`config.mk`:
```
export PLATFORM = sky130hd
export DESIGN_NAME = nr_divider
export DESIGN_NICKNAME = d
export VERILOG_FILES = /design/src/rtl/nrdiv_pkg.sv /design/src/rtl/nrdiv_step.sv /design/src/rtl/nrdiv_fix.sv /design/src/rtl/nrdiv_ctrl.sv /design/src/rtl/nr_divider.sv
export SDC_FILE = /design/constraint.sdc
export NUM_CORES = 1
export LEC_CHECK = 0
export CORE_MARGIN = 2
export CORE_UTILIZATION = 65
export CTS_BUF_LIST = sky130_fd_sc_hd__clkbuf_2 sky130_fd_sc_hd__clkbuf_4 sky130_fd_sc_hd__clkbuf_8
export CTS_CLUSTER_SIZE = 20
export DETAILED_ROUTE_END_ITERATION = 7
export DONT_BUFFER_PORTS = 1
export PLACE_DENSITY_LB_ADDON = 0.05
export SLEW_MARGIN = 20
export SYNTH_ARGS = -nofsm -noshare
export SYNTH_HDL_FRONTEND = slang
export SYNTH_HIERARCHICAL = 1
export SYNTH_SLANG_ARGS = --single-unit
```
`constraint.sdc`:
```
create_clock -name clk -period 3.16 [get_ports clk]
set_input_delay 0.158 -clock clk [delete_from_list [all_inputs] [get_ports clk]]
set_output_delay 0.158 -clock clk [all_outputs]
set_load 0.01 [all_outputs]
```
`src/rtl/nrdiv_pkg.sv`:
```
package nrdiv_pkg;

    typedef enum logic [1:0] {
        ST_IDLE = 2'd0,
        ST_ITER = 2'd1,
        ST_FIX  = 2'd2
    } nrdiv_state_e;

    // one-hot-ish control strobes from the sequencer to the datapath
    typedef struct packed {
        logic load;      // capture operands, clear partial remainder
        logic iterate;   // apply one shift/add-or-subtract step
        logic finish;    // correct the remainder and publish the result
        logic zero_div;  // publish the fixed zero-divisor result
    } nrdiv_ctl_s;

    // quotient bit produced from the sign of the new partial remainder
    function automatic logic qbit_from_sign(input logic sign);
        return ~sign;
    endfunction

endpackage

```
`src/rtl/nrdiv_step.sv`:
```
module nrdiv_step #(
    parameter int W = 16
) (
    input  logic [W:0]   acc,
    input  logic [W-1:0] quo,
    input  logic [W-1:0] dvs,
    output logic [W:0]   acc_next,
    output logic [W-1:0] quo_next
);
    import nrdiv_pkg::*;

    localparam logic [W:0] ONE = (W+1)'(1);

    logic [W:0]   acc_sh;
    logic [W:0]   dvs_ext;
    logic [W:0]   dvs_neg;
    logic [W-1:0] quo_sh;

    always_comb begin
        acc_sh  = {acc[W-1:0], quo[W-1]};
        quo_sh  = quo << 1;
        dvs_ext = {1'b0, dvs};
        dvs_neg = ~dvs_ext + ONE;
        // sign before the shift chooses add or subtract
        if (acc[W]) begin
            acc_next = acc_sh + dvs_ext;
        end else begin
            acc_next = acc_sh + dvs_neg;
        end
        quo_next = quo_sh | {{(W-1){1'b0}}, qbit_from_sign(acc_next[W])};
    end

endmodule

```
`src/rtl/nrdiv_fix.sv`:
```
module nrdiv_fix #(
    parameter int W = 16
) (
    input  logic [W:0]   acc,
    input  logic [W-1:0] dvs,
    output logic [W-1:0] rem
);
    logic [W:0] acc_fixed;

    always_comb begin
        if (acc[W]) begin
            acc_fixed = acc + {1'b0, dvs};
        end else begin
            acc_fixed = acc;
        end
        rem = acc_fixed[W-1:0];
    end

endmodule

```
`src/rtl/nrdiv_ctrl.sv`:
```
module nrdiv_ctrl #(
    parameter int W = 16
) (
    input  logic                  clk,
    input  logic                  rst,
    input  logic                  start,
    input  logic                  div_zero,
    output nrdiv_pkg::nrdiv_ctl_s ctl,
    output logic                  busy,
    output logic                  done
);
    import nrdiv_pkg::*;

    localparam int CW = $clog2(W + 1);
    localparam logic [CW-1:0] CNT_INIT = CW'(W);
    localparam logic [CW-1:0] CNT_LAST = CW'(1);

    nrdiv_state_e state_q, state_d;
    logic [CW-1:0] cnt_q;

    always_comb begin
        ctl      = '0;
        state_d  = state_q;
        unique case (state_q)
            ST_IDLE: begin
                if (start) begin
                    if (div_zero) begin
                        ctl.zero_div = 1'b1;
                    end else begin
                        ctl.load = 1'b1;
                        state_d  = ST_ITER;
                    end
                end
            end
            ST_ITER: begin
                ctl.iterate = 1'b1;
                if (cnt_q == CNT_LAST) state_d = ST_FIX;
            end
            ST_FIX: begin
                ctl.finish = 1'b1;
                state_d    = ST_IDLE;
            end
            default: state_d = ST_IDLE;
        endcase
    end

    always_ff @(posedge clk) begin
        if (rst) begin
            state_q <= ST_IDLE;
            cnt_q   <= '0;
            done    <= 1'b0;
        end else begin
            state_q <= state_d;
            done    <= ctl.finish | ctl.zero_div;
            if (ctl.load) begin
                cnt_q <= CNT_INIT;
            end else if (ctl.iterate) begin
                cnt_q <= cnt_q - CNT_LAST;
            end
        end
    end

    assign busy = (state_q != ST_IDLE);

endmodule

```
`src/rtl/nr_divider.sv`:
```
module nr_divider #(
    parameter int W = 16
) (
    input  logic         clk,
    input  logic         rst,
    input  logic         start,
    input  logic [W-1:0] dividend,
    input  logic [W-1:0] divisor,
    output logic [W-1:0] quotient,
    output logic [W-1:0] remainder,
    output logic         busy,
    output logic         done,
    output logic         div_by_zero
);
    import nrdiv_pkg::*;

    nrdiv_ctl_s   ctl;
    logic [W:0]   acc_q, acc_n;
    logic [W-1:0] quo_q, quo_n;
    logic [W-1:0] dvs_q;
    logic [W-1:0] rem_fix;
    logic [W-1:0] res_q, res_r;
    logic         dbz_q;
    logic         divisor_zero;

    assign divisor_zero = (divisor == '0);

    nrdiv_ctrl #(.W(W)) u_ctrl (
        .clk      (clk),
        .rst      (rst),
        .start    (start),
        .div_zero (divisor_zero),
        .ctl      (ctl),
        .busy     (busy),
        .done     (done)
    );

    nrdiv_step #(.W(W)) u_step (
        .acc      (acc_q),
        .quo      (quo_q),
        .dvs      (dvs_q),
        .acc_next (acc_n),
        .quo_next (quo_n)
    );

    nrdiv_fix #(.W(W)) u_fix (
        .acc (acc_q),
        .dvs (dvs_q),
        .rem (rem_fix)
    );

    always_ff @(posedge clk) begin
        if (rst) begin
            acc_q <= '0;
            quo_q <= '0;
            dvs_q <= '0;
            res_q <= '0;
            res_r <= '0;
            dbz_q <= 1'b0;
        end else begin
            if (ctl.load) begin
                acc_q <= '0;
                quo_q <= dividend;
                dvs_q <= divisor;
            end
            if (ctl.iterate) begin
                acc_q <= acc_n;
                quo_q <= quo_n;
            end
            if (ctl.finish) begin
                res_q <= quo_q;
                res_r <= rem_fix;
                dbz_q <= 1'b0;
            end
            if (ctl.zero_div) begin
                res_q <= '1;
                res_r <= dividend;
                dbz_q <= 1'b1;
            end
        end
    end

    assign quotient    = res_q;
    assign remainder   = res_r;
    assign div_by_zero = dbz_q;

endmodule

```
==> impl_results.md <==
* Routed WL at 17120 µm
* Fin Clk Skew at 15.56 ps
* Residual DRC at 0
* TritonCTS clock tree: done
* Data arrival time of the worst path at 3140 ps
* Worst-Margin Slew at 1074 ps
* P&R area growth vs syn at 7.008%
* Pwr dens at 515.9 nW/µm²
* Ports at 70
* Synth Warn # at 6
* Ranking of synthesized cells by area: dfxtp_1 (27%), mux2i_1 (9.9%), ha_1 (9.4%)
* Synth top area share at 27.50%
* Final Hold Viols at 0
* Post-synth EDFFs at 0
* Layout cells sized above 1 at 9.211%
* DR pass1 iterations at 5
* Peak fanout along the critical path at 4
* Final Hold Slack at 30.74 ps
* Residual overflow from global routing at 0
* FMAX at 349.6 MHz
* Die width at 104.4 µm
* Post-synth ARST share at 0%
* Detail Route Antenna Nets at 0
* Status: finished, final reports clean
* Nets at 843
* Seq/Total Area, Yosys at 27.50%
* # H-tree levels at 3
* Post-placement cell area at 6469 µm²
* Yosys reg bits at 90
* Crit. End Element: register
* Clk_lat worst skew at 370 ps
* R2R depth at 11
* RSZ-0062 raised after global routing: false
* Die height at 104.4 µm
* IO buf count at 0
* Initial antenna violation count at 2
* Synthesized instance count at 757
* Kind of critical path: reg2reg
* Synth Area per Inst at 8.656 µm²
* Total track usage at 31.35%
* Worst vdd ir at 0.0003906 V
* Max_cap viols at 0
* Ant. Diodes at 0
* Clk slew on worst S/H paths at 100 ps
* Fin. max-slew vios at 0
* Hold path cells at 2
* Syn nets at 844
* DR iter-0 viols at 391
* Setup Buffers After CTS at 0
* Finished Cell Area at 7012 µm²
* Dpl hpwl at 11860 µm
* Clock Sink Count at 90
* Deepest clock path buffer count at 2
* Pin count of the biggest net entering global routing at 88
* Placeable core area at 9774 µm²
* Setup Viol. Count Final at 0
* Vias in the first global route at 5395
* Vias at 5638
* Leakage at 2.771 nW
* Final period utilization at 90.52%
* Setup tns final at 0 ps
* Synth Cell Area at 6553 µm²
* Die area at 10900 µm²
* Power, Total at 3.617 mW
* Dominant synthesized flop cell: dfxtp_1
* Clock buffer count from CTS at 9
* Area leader, netlist: dfxtp_1
* Req. time, crit path at 3440 ps
* Fin crit period at 2860 ps
* Routed vias/inst at 6.314
* Startpoint Class: register
* Initial core utilization at 67.04%
* # rows at 36
* HP Class: in2reg
* Placer Congestion at 0.9361
* DR WL/cell at 19.17 µm
* Root buffer selected by CTS: clkbuf_8
* First-pass GRT wire length at 27610 µm
* Worst rel slew slack at 28.29%
* Count of different cell masters after synthesis at 74
-- kinds of logic (layout without fill, tap and decap cells) --
group / after synthesis / after routing / synth area share (%)
xor+xnor: 30 / 30 / 4.010
simple gates: 208 / 208 / 17.24
mux: 77 / 77 / 12.05
fa+ha+maj: 52 / 52 / 10.27
buf+inv: 100 / 103 / 7.867
compound gates: 200 / 200 / 21.06
flops: 90 / 90 / 27.50
-- layout make-up --
class | instances | area (µm²)
Multi-Input combinational cell | 567 | 4252
Inverter | 40 | 150.1
Sequential cell | 90 | 1803
Timing Repair Buffer | 48 | 465.4
Tap cell | 133 | 166.4
Clock buffer | 9 | 123.9
Clock inverter | 6 | 51.30
Fill cell | 790 | 2763
-- critical path: stages, from the launching register on --
cell and delay (ps):
dfxtp_1 410, inv_1 70, ha_1 230, fa_1 380
and2b_1 230, o2111ai_1 190, a31oi_2 300, nand4_1 180
a211oi_2 310, xor2_1 200, nor2b_1 70, a211oi_1 220
-- registers in the layout, indices dropped and copies added (netlist names) --
name            flops
u_ctrl/state_q      2
u_ctrl/done         1
quo_q              16
quotient           16
dvs_q              16
remainder          16
div_by_zero         1
u_ctrl/cnt_q        5
acc_q              17
-- routing by layer --
| layer | vias to the layer above | routed length [µm] | GRT usage [%] |
|---|---|---|---|
| li1 | 2703 | - | - |
| met1 | 2689 | 7501 | 41.51 |
| met2 | 224 | 8243 | 51.87 |
| met3 | 22 | 1149 | 6.140 |
| met4 | 0 | 222 | 8.977 |
| met5 | - | 0 | 0 |
-- power by group --
part / total [mW] / internal, mW / switching, mW
clock: 0.751 / 0.291 / 0.459
sequential: 1.34 / 1.22 / 0.119
combinational: 1.53 / 0.670 / 0.858
total: 3.62 / 2.18 / 1.44
-- cells in the mapped netlist (all sizes together) (2+ instances only) --
cell type,count
a2111oi,2
a211o,2
a211oi,37
a21boi,2
a21o,10
a21oi,71
a221o,2
a221oi,2
a311oi,2
a31oi,10
and3,7
buf,43
clkbuf,17
dfxtp,90
fa,3
ha,49
inv,40
mux2,12
mux2i,65
nand2,48
nand2b,6
nand3,5
nand3b,3
nor2,45
nor2b,40
nor3,15
nor4,8
o2111ai,3
o211ai,7
o21a,6
o21ai,18
o21ba,2
o21bai,2
o311ai,2
o31ai,8
o41ai,4
or2,6
or3b,17
xnor2,22
xor2,8
-- timing repair --
action                                 CTS  global route
resized for setup                        0             0
endpoints found under the hold margin   90             1
hold buffers                            34             1
-- final timing paths --
kind              slack (ps)         endpoint             from
setup reg to reg         300         quo_q[0]        quo_q[15]
setup / recovery         300         quo_q[0]        quo_q[15]
hold / removal            30         quo_q[2]      dividend[2]
hold reg to reg          510  u_ctrl/cnt_q[4]  u_ctrl/cnt_q[4]
-- placed cells by master (no fill, tap or decap), types with 9 or more instances in the layout --
cell           count
a211oi_1          34
nor3_1            14
clkbuf_8           9
o21ai_0           14
xnor2_1           22
ha_1              49
nor2_1            45
buf_4             13
mux2i_1           65
nor2b_1           39
mux2_2            11
or3b_1            17
dlygate4sd3_1     34
dfxtp_1           89
inv_1             40
a21oi_1           69
nand2_1           48
-- metrics by stage --
| step | util, % | setup WS, ps | instances |
|---|---|---|---|
| after floorplan | - | 662.5 | 757 |
| after global placement | 66.18 | 479.2 | 843 |
| after detailed placement | 66.18 | 370.7 | 843 |
| after CTS | 71.63 | 352.1 | 892 |
| after global routing | 71.74 | 79.44 | 893 |
| final | 71.74 | 299.6 | 893 |
Power figures use the tool's default switching activity.
